File: src/rtl/trace_freeze_pkg.sv
package trace_freeze_pkg;
  typedef enum logic {
    ST_RUN    = 1'b0,
    ST_FROZEN = 1'b1
  } frz_state_e;
endpackage

File: src/rtl/tf_tick_gen.sv
module tf_tick_gen #(
  parameter int DIV = 4
) (
  input  logic clk_i,
  input  logic rst_ni,
  output logic tick_o
);
  localparam int CW = (DIV > 1) ? $clog2(DIV) : 1;
  localparam logic [CW-1:0] LAST = CW'(DIV - 1);

  logic [CW-1:0] cnt_q;

  // free running: phase is never disturbed by a freeze
  always_ff @(posedge clk_i or negedge rst_ni) begin
    if (!rst_ni)            cnt_q <= '0;
    else if (cnt_q == LAST) cnt_q <= '0;
    else                    cnt_q <= cnt_q + 1'b1;
  end

  assign tick_o = (cnt_q == LAST);
endmodule

File: src/rtl/tf_capture.sv
module tf_capture #(
  parameter int DATA_W = 16
) (
  input  logic              clk_i,
  input  logic              rst_ni,
  input  logic              load_i,
  input  logic [DATA_W-1:0] data_i,
  input  logic              clear_i,
  output logic              valid_o,
  output logic [DATA_W-1:0] data_o
);
  logic              valid_q;
  logic [DATA_W-1:0] data_q;

  always_ff @(posedge clk_i or negedge rst_ni) begin
    if (!rst_ni) begin
      valid_q <= 1'b0;
      data_q  <= '0;
    end else if (load_i) begin
      valid_q <= 1'b1;
      data_q  <= data_i;
    end else if (clear_i) begin
      valid_q <= 1'b0;
    end
  end

  assign valid_o = valid_q;
  assign data_o  = data_q;

  AST_DATA_HELD: assert property (@(posedge clk_i) disable iff (!rst_ni)
    (valid_q && !clear_i) |=> ($stable(data_q) && valid_q));
endmodule

File: src/rtl/tf_freeze_fsm.sv
module tf_freeze_fsm
  import trace_freeze_pkg::*;
#(
  parameter int CNT_W = 16
) (
  input  logic             clk_i,
  input  logic             rst_ni,
  input  logic             fire_i,
  input  logic             done_i,
  output logic             frozen_o,
  output logic [CNT_W-1:0] cnt_o
);
  frz_state_e state_q, state_d;
  logic [CNT_W-1:0] cnt_q;

  always_comb begin
    state_d = state_q;
    unique case (state_q)
      ST_RUN:    if (fire_i) state_d = ST_FROZEN;
      ST_FROZEN: if (done_i) state_d = ST_RUN;
      default:   state_d = ST_RUN;
    endcase
  end

  always_ff @(posedge clk_i or negedge rst_ni) begin
    if (!rst_ni) begin
      state_q <= ST_RUN;
      cnt_q   <= '0;
    end else begin
      state_q <= state_d;
      if (fire_i) cnt_q <= cnt_q + 1'b1;
    end
  end

  assign frozen_o = (state_q == ST_FROZEN);
  assign cnt_o    = cnt_q;

  AST_CNT_STEP: assert property (@(posedge clk_i) disable iff (!rst_ni)
    fire_i |=> (cnt_q == CNT_W'($past(cnt_q) + 1'b1)));
  AST_CNT_IDLE: assert property (@(posedge clk_i) disable iff (!rst_ni)
    !fire_i |=> $stable(cnt_q));
endmodule

File: src/rtl/trace_freeze_ctrl.sv
module trace_freeze_ctrl #(
  parameter int DIV    = 4,
  parameter int DATA_W = 16,
  parameter int CNT_W  = 16
) (
  input  logic              clk_i,
  input  logic              rst_ni,
  input  logic              arm_i,
  input  logic              mon_valid_i,
  input  logic              mon_ready_i,
  input  logic [DATA_W-1:0] mon_data_i,
  input  logic              rec_done_i,
  output logic              func_ce_o,
  output logic              cap_valid_o,
  output logic [DATA_W-1:0] cap_data_o,
  output logic              frozen_o,
  output logic [CNT_W-1:0]  freeze_cnt_o
);
  logic tick, frozen, fire, release_cap;

  tf_tick_gen #(.DIV(DIV)) u_tick (
    .clk_i (clk_i),
    .rst_ni(rst_ni),
    .tick_o(tick)
  );

  // a transfer completes only on an enabled functional edge
  assign func_ce_o   = tick & ~frozen;
  assign fire        = arm_i & mon_valid_i & mon_ready_i & func_ce_o;
  assign release_cap = rec_done_i & frozen;

  tf_freeze_fsm #(.CNT_W(CNT_W)) u_fsm (
    .clk_i   (clk_i),
    .rst_ni  (rst_ni),
    .fire_i  (fire),
    .done_i  (rec_done_i),
    .frozen_o(frozen),
    .cnt_o   (freeze_cnt_o)
  );

  tf_capture #(.DATA_W(DATA_W)) u_cap (
    .clk_i  (clk_i),
    .rst_ni (rst_ni),
    .load_i (fire),
    .data_i (mon_data_i),
    .clear_i(release_cap),
    .valid_o(cap_valid_o),
    .data_o (cap_data_o)
  );

  assign frozen_o = frozen;

  AST_TRIG_CAPTURE: assert property (@(posedge clk_i) disable iff (!rst_ni)
    (arm_i && mon_valid_i && mon_ready_i && func_ce_o) |=>
      (frozen_o && cap_valid_o && cap_data_o == $past(mon_data_i)));
  AST_STOP_AFTER_FIRE: assert property (@(posedge clk_i) disable iff (!rst_ni)
    (arm_i && mon_valid_i && mon_ready_i && func_ce_o) |=> !func_ce_o);
  AST_HOLD_FROZEN: assert property (@(posedge clk_i) disable iff (!rst_ni)
    (frozen_o && !rec_done_i) |=> (frozen_o && cap_valid_o));
  AST_RELEASE: assert property (@(posedge clk_i) disable iff (!rst_ni)
    (frozen_o && rec_done_i) |=> (!frozen_o && !cap_valid_o));
  AST_DISARMED: assert property (@(posedge clk_i) disable iff (!rst_ni)
    (!arm_i && !frozen_o) |=> (!frozen_o && $stable(freeze_cnt_o)));
  AST_NO_LATE_TRIG: assert property (@(posedge clk_i) disable iff (!rst_ni)
    (!func_ce_o && !frozen_o) |=> !frozen_o);

  generate
    if (DIV > 1) begin : g_spacing
      AST_CE_SPACING: assert property (@(posedge clk_i) disable iff (!rst_ni)
        func_ce_o |=> !func_ce_o);
    end
  endgenerate
endmodule

File: config.mk
export PLATFORM = sky130hd
export DESIGN_NAME = trace_freeze_ctrl
export DESIGN_NICKNAME = d
export VERILOG_FILES = /design/src/rtl/trace_freeze_pkg.sv /design/src/rtl/tf_tick_gen.sv /design/src/rtl/tf_capture.sv /design/src/rtl/tf_freeze_fsm.sv /design/src/rtl/trace_freeze_ctrl.sv
export SDC_FILE = /design/constraint.sdc
export NUM_CORES = 1
export LEC_CHECK = 0
export ABC_CLOCK_PERIOD_IN_PS = 2050
export BUFFER_PORTS_ARGS = -buffer_cell sky130_fd_sc_hd__buf_2
export CORE_UTILIZATION = 28
export DETAILED_ROUTE_END_ITERATION = 12
export GPL_TIMING_DRIVEN = 0
export SLEW_MARGIN = 20
export SYNTH_ARGS = -nofsm -noshare
export SYNTH_HDL_FRONTEND = slang
export SYNTH_HIERARCHICAL = 1
export SYNTH_SLANG_ARGS = --single-unit
File: constraint.sdc
create_clock -name clk_i -period 2.05 [get_ports clk_i]
set_input_delay 0.205 -clock clk_i [delete_from_list [all_inputs] [get_ports clk_i]]
set_output_delay 0.205 -clock clk_i [all_outputs]
set_load 0.01 [all_outputs]
==> results.sh, run 1 <==
export IMPL_detailroute_via_count=991
export IMPL_design_core_area_sq_mm=0.00520
export IMPL_power_switching_share=0.257
export IMPL_rsz_0062_raised_after_global_routing="false"
export IMPL_design_power_total_mw=1.63
export IMPL_clk_transition_reported_paths_ns=0.07
export IMPL_area_growth_syn_to_layout_pct=30.5
export IMPL_synth_seq_cells=36
export IMPL_grt_remaining_overflow=0
export IMPL_power_density_mw_per_mm2=812
export IMPL_clk_insertion_delay_late_ns=0.28
export IMPL_wire_per_inst_um=12.0
export IMPL_setup_worst_path_start="u_tick/cnt_q[0]$_DFF_PN0_"
export IMPL_numClockSinks=36
export IMPL_setup_viol=0
export IMPL_post_route_cells_drive_above_1_share=0.542
export IMPL_die_area_sq_mm=0.00578
export IMPL_finalNonFillerCells=236
export IMPL_synth_area_sq_mm=0.00154
export IMPL_critPathArrivalTime_ns=2.06
export IMPL_seq_power_share=0.527
export IMPL_cts_tree="built"
export IMPL_die_height_um=76.0
export IMPL_worst_setup_path_type="reg -> reg"
export IMPL_busiest_layer="met2"
export IMPL_final_period_utilization=0.923
export IMPL_final_area_sq_mm=0.00200
export IMPL_groute_layer_met1_usage=0.137
export IMPL_timing_fmax_mhz=529
export IMPL_netlist_cell_type_count=25
export IMPL_share_clk_of_total_power=0.312
export IMPL_fill_cell_instance_count_of_the_final_layout=527
export IMPL_post_synth_cell_area_avg_sq_um=15.1
export IMPL_detailedPlacementHpwl_um=2020
export IMPL_number_of_antenna_violations_at_the_first_check_in_global_routing=0
export IMPL_power_switching_uw=417
export IMPL_timing_hold_violations_final=0
export IMPL_detailed_place_area_sq_mm=0.00190
export IMPL_setup_worst_path_start_class="register"
export IMPL_worst_clock_skew_ns=0.00415
export IMPL_dp_cells=228
export IMPL_yosysSeqAreaShare=0.587
export IMPL_utilization=0.385
export IMPL_place_congestion=0.671
export IMPL_io_buffer_count=56
export IMPL_hold_buffers=0
export IMPL_drc=0
export IMPL_htreeDepth=2
export IMPL_run_status="complete, no violations"
export IMPL_io_pin_count=57
export IMPL_min_path_type="in -> async"
export IMPL_detailed_routing_iterations_pass_1=2
export IMPL_combPwrFrac=0.160
export IMPL_report_final_slew_viol_count=0
export IMPL_clockRootBuffer="sky130_fd_sc_hd__clkbuf_8"
export IMPL_r2r_setup_slack_ns=0.16
export IMPL_grt_pass1_wl_um=4690
export IMPL_setup_tns_ns=0
export IMPL_synth_fp_nets=126
export IMPL_worst_path_max_fanout=7
export IMPL_vdd_drop_max_uv=378
export IMPL_floorplan_rows=26
export IMPL_worst_r2r_path_depth=8
export IMPL_synthesis_instances=102
export IMPL_cts_path_max_buffers=2
export IMPL_grt_met3_usage=0.0371
export IMPL_nets=189
export IMPL_drtIter0Drc=7
export IMPL_post_drt_via_cell_ratio=4.20
export IMPL_yosys_warnings=6
export IMPL_start_util=0.295
export IMPL_internal_power_mw=1.21
export IMPL_maxSlewHeadroom=0.471
export IMPL_first_global_vias=968
export IMPL_num_antenna_cells=0
export IMPL_cp_data_required_time_ns=2.22
export IMPL_final_antenna_net_count=0
export IMPL_critical_path_reg2reg_endpoint="u_fsm/cnt_o[11]$_DFFE_PN0P_"
export IMPL_finalWirelength_um=2830
export IMPL_grt_util_all_layers=0.106
export IMPL_worstSetupEndpoint="u_fsm/cnt_o[11]$_DFFE_PN0P_"
export IMPL_use_met2=0.162
export IMPL_drv_max_cap_violation_count=0
export IMPL_period_needed_ns=1.89
export IMPL_max_slew_worst_pin_slew_ns=0.793
export IMPL_leakage_nw=1.04
export IMPL_regToRegStartpoint="u_tick/cnt_q[0]$_DFF_PN0_"
export IMPL_grt_max_degree=37
export IMPL_fp_dieW_um=76.0
export IMPL_worst_setup_path_end_kind="register"
export IMPL_cts_inserted_buffers=5
-- per-stage QoR --
| stage | hold slack, ns | worst slack (ns) |
|---|---|---|
| after global placement | 0.350 | 0.122 |
| after detailed placement | 0.347 | 0.121 |
| after CTS | 0.0340 | 0.0713 |
| after global routing | 0.0679 | 0.00204 |
| final | 0.00787 | 0.159 |
| after floorplan | -0.0906 | 0.256 |
-- cell families after synthesis --
group / synth area share
AO/OA/AOI/OAI: 0.00571
XOR/XNOR: 0.0856
adder cells (fa/ha/maj): 0.0163
buffers and inverters: 0.0302
flip-flops: 0.587
multiplexers: 0.153
AND/OR/NAND/NOR: 0.122
-- synth_stat cells --
master,instances,share of area
sky130_fd_sc_hd__buf_4,1,0.0049
sky130_fd_sc_hd__a21o_2,1,0.0057
sky130_fd_sc_hd__mux2_4,9,0.088
sky130_fd_sc_hd__mux2_2,8,0.059
sky130_fd_sc_hd__nand3_4,1,0.011
sky130_fd_sc_hd__dfrtp_1,36,0.59
sky130_fd_sc_hd__nand4_1,2,0.0081
sky130_fd_sc_hd__nor2_1,3,0.0073
sky130_fd_sc_hd__nor3_2,1,0.0065
sky130_fd_sc_hd__mux2i_1,1,0.0065
sky130_fd_sc_hd__and3_1,2,0.0081
sky130_fd_sc_hd__nand3_1,3,0.0098
sky130_fd_sc_hd__xnor2_1,10,0.057
sky130_fd_sc_hd__buf_6,1,0.0073
sky130_fd_sc_hd__buf_12,1,0.013
sky130_fd_sc_hd__and2_2,1,0.0049
sky130_fd_sc_hd__nand3_2,1,0.0065
sky130_fd_sc_hd__nand2_1,6,0.015
sky130_fd_sc_hd__nand4_4,1,0.014
sky130_fd_sc_hd__and4_1,2,0.011
sky130_fd_sc_hd__nor2b_4,1,0.0090
sky130_fd_sc_hd__nor3_4,1,0.011
sky130_fd_sc_hd__inv_1,2,0.0049
sky130_fd_sc_hd__ha_1,2,0.016
sky130_fd_sc_hd__xor2_1,5,0.029
-- worst min-delay path by stage --
stage / startpoint / end / slack, ns / cells after the start
global route: rst_ni / u_fsm/cnt_o[6]$_DFFE_PN0P_ / 0.07 / 1
finish: rst_ni / u_fsm/cnt_o[9]$_DFFE_PN0P_ / 0.008 / 1
CTS: rst_ni / u_fsm/cnt_o[6]$_DFFE_PN0P_ / 0.03 / 1
global placement: rst_ni / u_fsm/cnt_o[11]$_DFFE_PN0P_ / 0.35 / 1
floorplan: rst_ni / u_cap/data_o[0]$_DFFE_PN0P_ / -0.09 / 0
detailed placement: rst_ni / u_cap/data_o[6]$_DFFE_PN0P_ / 0.35 / 1
-- worst max-delay path, stage by stage, from the launching register on --
cell and delay (ns):
sky130_fd_sc_hd__dfrtp_1 0.36, sky130_fd_sc_hd__ha_1 0.17, sky130_fd_sc_hd__nor2b_4 0.14, sky130_fd_sc_hd__and4_1 0.25, sky130_fd_sc_hd__buf_6 0.15, sky130_fd_sc_hd__nand4_4 0.14, sky130_fd_sc_hd__nor3_4 0.28, sky130_fd_sc_hd__nand4_1 0.14
sky130_fd_sc_hd__xnor2_1 0.14
-- timing repair --
| item | in CTS | in global routing |
|---|---|---|
| buffers inserted | 0 | 0 |
| setup endpoints to repair | 0 | 5 |
| gates resized for setup | 0 | 2 |
-- layout by cell type, fill, tap and decap left out, drive strengths merged --
cell / synthesis / layout
nor3: 2 / 2
buf: 3 / 59
xor2: 5 / 5
and4: 2 / 2
clkbuf: 0 / 8
mux2: 17 / 17
nor2: 3 / 3
inv: 2 / 2
ha: 2 / 2
and3: 2 / 2
xnor2: 10 / 10
and2: 1 / 1
nand3: 5 / 5
dfrtp: 36 / 36
nand4: 3 / 3
mux2i: 1 / 1
nand2: 6 / 6
nor2b: 1 / 1
a21o: 1 / 1
-- power by group through the flow --
stage	registers, mW	clock network (mW)	logic, mW
2_1_floorplan	0.905	0	0.0990
3_3_place_gp	0.868	0	0.262
3_5_place_dp	0.870	0	0.266
4_1_cts	0.859	0.538	0.266
5_1_grt	0.871	0.568	0.286
6_report	0.858	0.508	0.260
-- registers in the layout, summed over array words and instances, names as in the netlist --
name,cells
u_cap/data_o,16
u_fsm/cnt_o,16
u_tick/cnt_q,2
u_cap/valid_o,1
u_fsm/frozen_o,1
-- cell type report --
cell class | count | area (sq um) | share of cell area
plain buffers | 3 | 42.5 | 0.0212
multi-input cells | 61 | 594 | 0.297
flip-flops and latches | 36 | 901 | 0.450
well taps | 70 | 87.6 | 0.0437
inverters | 2 | 7.51 | 0.00375
repair buffers | 56 | 280 | 0.140
clock buffers | 8 | 90.1 | 0.0450
-- routing by layer --
metal	part of all wire	wire length, um
met1	0.47	1340
met2	0.45	1280
met3	0.058	164
met4	0.016	44
met5	0	0
No activity file was read; power rests on OpenSTA's default activity.
==> run 2, diff against run 1 <==
Settings changed: ABC_CLOCK_PERIOD_IN_PS 2050 to 2450, TNS_END_PERCENT set to 10.
Clock period 2.05 ns to 2.45 ns, I/O delays scaled along.
==> run 2 against run 1 <==
  * Critical path depth unchanged
  * Final cell count unchanged
  * Setup slack improved by 0.36 ns
  * Sequential share of layout area increased by 0.23 points
==> results.sh, run 2 (synthesis results as in run 1) <==
export IMPL_nets=189
export IMPL_worst_r2r_path_depth=8
export IMPL_seqCellArea_sq_um=901
export IMPL_fp_dieW_um=76.0
export IMPL_drc=0
export IMPL_post_route_worst_setup_slack_ns=0.522
export IMPL_grt_remaining_overflow=0
export IMPL_cts_post_setup_buffers_inserted=0
export IMPL_wire_per_inst_um=11.9
export IMPL_report_final_slew_viol_count=0
export IMPL_final_antenna_net_count=0
export IMPL_critPathArrivalTime_ns=2.09
export IMPL_detailed_routing_iterations_pass_1=2
export IMPL_setup_worst_path_start_class="register"
export IMPL_final_common_cell="sky130_fd_sc_hd__buf_2"
export IMPL_io_pin_count=57
export IMPL_io_buffer_count=56
export IMPL_start_util=0.295
export IMPL_critical_path_reg2reg_endpoint="u_fsm/cnt_o[10]$_DFFE_PN0P_"
export IMPL_period_needed_ns=1.93
export IMPL_placement_setup_worst_slack_ns=0.521
export IMPL_cts_inserted_buffers=5
export IMPL_detailedPlacementHpwl_um=2020
export IMPL_r2r_setup_slack_ns=0.52
export IMPL_most_common_layout_cells="sky130_fd_sc_hd__buf_2 (56), sky130_fd_sc_hd__dfrtp_1 (36), sky130_fd_sc_hd__xnor2_1 (10), sky130_fd_sc_hd__mux2_4 (9), sky130_fd_sc_hd__mux2_2 (8)"
export IMPL_place_congestion=0.671
export IMPL_first_global_vias=968
export IMPL_design_core_area_sq_mm=0.00520
export IMPL_min_path_type="in -> async"
export IMPL_grt_util_all_layers=0.106
export IMPL_setup_viol=0
export IMPL_worst_setup_path_type="reg -> reg"
export IMPL_timing_fmax_mhz=519
export IMPL_hold_buffers=0
export IMPL_drv_max_cap_violation_count=0
export IMPL_finalWirelength_um=2820
export IMPL_clockRootBuffer="sky130_fd_sc_hd__clkbuf_8"
export IMPL_detailroute_via_count=991
export IMPL_power_density_mw_per_mm2=683
export IMPL_num_antenna_cells=0
export IMPL_floorplan_rows=26
export IMPL_rsz_0062_raised_after_global_routing="false"
export IMPL_post_route_cells_drive_above_1_share=0.542
export IMPL_die_area_sq_mm=0.00578
export IMPL_multi_input_area_sq_um=588
export IMPL_cts_path_max_buffers=2
export IMPL_die_height_um=76.0
export IMPL_vdd_drop_max_uv=316
export IMPL_final_period_utilization=0.787
export IMPL_grt_pass1_wl_um=4690
export IMPL_numClockSinks=36
export IMPL_grt_max_degree=37
export IMPL_cts_tree="built"
export IMPL_max_slew_worst_pin_slew_ns=0.794
export IMPL_drtIter0Drc=8
export IMPL_cp_data_required_time_ns=2.62
export IMPL_fill_cell_instance_count_of_the_final_layout=528
export IMPL_htreeDepth=2
export IMPL_number_of_antenna_violations_at_the_first_check_in_global_routing=0
export IMPL_maxSlewHeadroom=0.470
export IMPL_run_status="complete, no violations"
export IMPL_worst_path_max_fanout=7
export IMPL_post_cts_resize_count=0
export IMPL_timing_hold_violations_final=0
export IMPL_clk_transition_reported_paths_ns=0.07
export IMPL_setup_tns_ns=0
export IMPL_post_drt_via_cell_ratio=4.20
export IMPL_leakage_nw=1.02
export IMPL_worst_clock_skew_ns=0.00415
export IMPL_worst_setup_path_end_kind="register"
export IMPL_area_growth_syn_to_layout_pct=29.8
export IMPL_clk_insertion_delay_late_ns=0.28
export IMPL_regToRegStartpoint="u_tick/cnt_q[0]$_DFF_PN0_"
-- run 2: changes by cell type in the layout (fill, tap and decap cells not counted) --
cell	change
sky130_fd_sc_hd__buf_4	+1
sky130_fd_sc_hd__nor3_4	-1
sky130_fd_sc_hd__buf_6	-1
sky130_fd_sc_hd__nor3_2	+1
-- run 2: area by class of cell --
class                   instances  area share
well taps                      70      0.0439
clock buffers                   8      0.0452
multi-input cells              61       0.295
plain buffers                   3      0.0195
flip-flops and latches         36       0.452
repair buffers                 56       0.141
inverters                       2     0.00377
-- run 2: worst max-delay path: stages (launching register included) --
cell	delay [ns]
sky130_fd_sc_hd__dfrtp_1	0.36
sky130_fd_sc_hd__ha_1	0.17
sky130_fd_sc_hd__nor2b_4	0.14
sky130_fd_sc_hd__and4_1	0.24
sky130_fd_sc_hd__buf_4	0.18
sky130_fd_sc_hd__nand3_2	0.11
sky130_fd_sc_hd__nor3_2	0.34
sky130_fd_sc_hd__nand3_1	0.14
sky130_fd_sc_hd__xnor2_1	0.14
-- run 2: worst max-delay path by stage --
stage,startpoint,end,slack [ns]
2_1_floorplan,u_tick/cnt_q[0]$_DFF_PN0_,u_fsm/cnt_o[11]$_DFFE_PN0P_,0.66
3_3_place_gp,u_tick/cnt_q[0]$_DFF_PN0_,u_fsm/cnt_o[11]$_DFFE_PN0P_,0.52
3_5_place_dp,u_tick/cnt_q[0]$_DFF_PN0_,u_fsm/cnt_o[10]$_DFFE_PN0P_,0.52
4_1_cts,u_tick/cnt_q[0]$_DFF_PN0_,u_fsm/cnt_o[10]$_DFFE_PN0P_,0.47
5_1_grt,u_tick/cnt_q[0]$_DFF_PN0_,u_fsm/cnt_o[10]$_DFFE_PN0P_,0.32
6_report,u_tick/cnt_q[0]$_DFF_PN0_,u_fsm/cnt_o[10]$_DFFE_PN0P_,0.52
-- run 2: power breakdown --
| part | internal, mW | total, mW | switching, mW |
|---|---|---|---|
| Sequential | 0.661 | 0.718 | 0.0570 |
| Clock | 0.229 | 0.425 | 0.196 |
| Combinational | 0.122 | 0.218 | 0.0962 |
| Total | 1.01 | 1.36 | 0.349 |
-- run 2: per-layer routing --
layer,global-route usage,wire (um)
met1,0.137,1330
met2,0.162,1280
met3,0.0371,164
met4,0.0462,44
met5,0,0
-- run 2: through the flow --
stage          power (mW)   util  area (sq um)  hold WS [ns]  instances
6_report             1.36  0.383          1990        0.0485        236
5_1_grt              1.44  0.383          1990         0.108        236
4_1_cts              1.39  0.383          1990        0.0740        236
3_5_place_dp        0.951  0.366          1900         0.387        228
3_3_place_gp        0.946  0.366          1900         0.390        228
2_1_floorplan       0.840      -          1540       -0.0506        102
==> run 3, diff against run 2 <==
Settings changed: ABC_CLOCK_PERIOD_IN_PS 2450 to 1900.
Clock period 2.45 ns to 1.9 ns, I/O delays scaled along.
==> run 3 against run 2 <==
  * The flow now finishes with violations (hold timing)
  * Die area stayed put
  * Clock skew is 0.00082 ns higher
  * Largest power group unchanged
  * Clock-buffer cell count is the same
  * Critical path type unchanged
  * Via count increased by 1.5%
==> results.sh, run 3 (synthesis results as in run 1) <==
export IMPL_cts_inserted_buffers=5
export IMPL_numClockSinks=36
export IMPL_drc=0
export IMPL_design_core_area_sq_mm=0.00520
export IMPL_max_slew_worst_pin_slew_ns=0.784
export IMPL_dp_cells=228
export IMPL_rsz_0062_raised_after_global_routing="true"
export IMPL_min_path_type="in -> async"
export IMPL_die_area_sq_mm=0.00578
export IMPL_grt_remaining_overflow=0
export IMPL_hold_buffers=0
export IMPL_vdd_drop_max_uv=407
export IMPL_nets=192
export IMPL_final_antenna_net_count=0
export IMPL_cp_data_required_time_ns=2.06
export IMPL_final_area_sq_mm=0.00203
export IMPL_r2r_setup_slack_ns=0.08
export IMPL_timing_hold_violations_final=36
export IMPL_clockRootBuffer="sky130_fd_sc_hd__clkbuf_8"
export IMPL_drv_max_cap_violation_count=0
export IMPL_grt_pass1_wl_um=4720
export IMPL_cts_tree="built"
export IMPL_clk_transition_reported_paths_ns=0.07
export IMPL_combPwrFrac=0.160
export IMPL_place_congestion=0.671
export IMPL_critical_path_reg2reg_endpoint="u_cap/data_o[7]$_DFFE_PN0P_"
export IMPL_worst_r2r_path_depth=7
export IMPL_period_needed_ns=1.82
export IMPL_worst_setup_path_type="reg -> reg"
export IMPL_start_util=0.295
export IMPL_design_power_total_mw=1.76
export IMPL_final_common_cell="sky130_fd_sc_hd__buf_2"
export IMPL_fp_dieW_um=76.0
export IMPL_cts_path_max_buffers=2
export IMPL_critPathArrivalTime_ns=1.98
export IMPL_setup_tns_ns=0
export IMPL_num_antenna_cells=0
export IMPL_power_density_mw_per_mm2=866
export IMPL_io_pin_count=57
export IMPL_most_common_layout_cells="sky130_fd_sc_hd__buf_2 (56), sky130_fd_sc_hd__dfrtp_1 (36), sky130_fd_sc_hd__xnor2_1 (10), sky130_fd_sc_hd__mux2_4 (9), sky130_fd_sc_hd__mux2_2 (8)"
export IMPL_detailed_place_area_sq_mm=0.00190
export IMPL_die_height_um=76.0
export IMPL_detailed_routing_iterations_pass_1=4
export IMPL_run_status="finished with violations"
export IMPL_report_final_slew_viol_count=0
export IMPL_final_period_utilization=0.956
export IMPL_setup_viol=0
export IMPL_worst_setup_path_end_kind="register"
export IMPL_holdWs_ns=-0.0105
export IMPL_drtIter0Drc=9
export IMPL_worst_path_max_fanout=10
export IMPL_internal_power_mw=1.30
export IMPL_detailedPlacementHpwl_um=2020
export IMPL_regToRegStartpoint="u_tick/cnt_q[0]$_DFF_PN0_"
export IMPL_first_global_vias=969
export IMPL_io_buffer_count=56
export IMPL_area_growth_syn_to_layout_pct=32.0
export IMPL_clk_insertion_delay_late_ns=0.28
export IMPL_post_route_cells_drive_above_1_share=0.562
export IMPL_worst_clock_skew_ns=0.00498
export IMPL_leakage_nw=1.05
export IMPL_finalWirelength_um=2840
export IMPL_power_switching_share=0.257
export IMPL_setup_worst_path_start_class="register"
export IMPL_finalNonFillerCells=239
export IMPL_maxSlewHeadroom=0.477
export IMPL_power_switching_uw=451
export IMPL_share_clk_of_total_power=0.312
export IMPL_violated_checks="hold timing"
export IMPL_grt_max_degree=37
export IMPL_detailroute_via_count=1006
export IMPL_number_of_antenna_violations_at_the_first_check_in_global_routing=0
export IMPL_floorplan_rows=26
export IMPL_seq_power_share=0.527
export IMPL_post_drt_via_cell_ratio=4.21
export IMPL_htreeDepth=2
export IMPL_timing_fmax_mhz=550
export IMPL_grt_util_all_layers=0.107
export IMPL_wire_per_inst_um=11.9
[run 3: critical path: stages (launching register included)]
cell	delay, ns
sky130_fd_sc_hd__dfrtp_1	0.37
sky130_fd_sc_hd__ha_2	0.18
sky130_fd_sc_hd__nor2b_4	0.13
sky130_fd_sc_hd__and4_4	0.28
sky130_fd_sc_hd__buf_4	0.13
sky130_fd_sc_hd__buf_6	0.13
sky130_fd_sc_hd__buf_12	0.16
sky130_fd_sc_hd__mux2_4	0.30
[run 3: through the flow]
| stage | utilization | setup slack [ns] |
|---|---|---|
| global route | 0.389 | -0.0246 |
| global placement | 0.366 | -0.0279 |
| CTS | 0.385 | 0.0281 |
| floorplan | - | 0.106 |
| finish | 0.389 | 0.0828 |
| detailed placement | 0.366 | -0.0291 |
[run 3: power groups by stage]
stage / Clock [mW] / Combinational, mW / Sequential (mW)
2_1_floorplan: 0 / 0.107 / 0.977
3_3_place_gp: 0 / 0.283 / 0.936
3_5_place_dp: 0 / 0.287 / 0.939
4_1_cts: 0.580 / 0.288 / 0.927
5_1_grt: 0.613 / 0.309 / 0.940
6_report: 0.549 / 0.281 / 0.926
[run 3: area by class of cell]
type / instances / area, sq um
tap: 70 / 87.6
timing repair buffer: 60 / 310
inverter: 2 / 7.51
clock buffer: 8 / 90.1
buffer: 2 / 31.3
fill: 528 / 3180
multi-input combinational: 61 / 599
sequential: 36 / 901
[run 3: how the worst max path moves through the flow]
stage	start	to	slack (ns)	depth (start not counted)
after floorplan	u_tick/cnt_q[0]$_DFF_PN0_	u_fsm/cnt_o[11]$_DFFE_PN0P_	0.11	8
after global placement	u_tick/cnt_q[0]$_DFF_PN0_	u_fsm/cnt_o[11]$_DFFE_PN0P_	-0.03	8
after detailed placement	u_tick/cnt_q[0]$_DFF_PN0_	u_fsm/cnt_o[10]$_DFFE_PN0P_	-0.03	8
after CTS	u_tick/cnt_q[0]$_DFF_PN0_	u_fsm/cnt_o[11]$_DFFE_PN0P_	0.03	8
after global routing	u_tick/cnt_q[0]$_DFF_PN0_	u_fsm/cnt_o[11]$_DFFE_PN0P_	-0.02	7
final	u_tick/cnt_q[0]$_DFF_PN0_	u_cap/data_o[7]$_DFFE_PN0P_	0.08	7
[run 3: repair_timing]
action                                 in CTS  in global routing
gates cloned                                0                  0
pin swaps                                   1                  3
setup buffers                               0                  4
resized for setup                           3                  1
endpoints found under the hold margin       0                  0
setup endpoints to repair                   6                  8
[run 3: layer usage]
layer  track usage  up-vias  wire, um
li1              -      478         -
met1         0.139      489      1330
met2         0.162       35      1310
met3        0.0371        4       163
met4        0.0462        0        33
met5             0        -         0
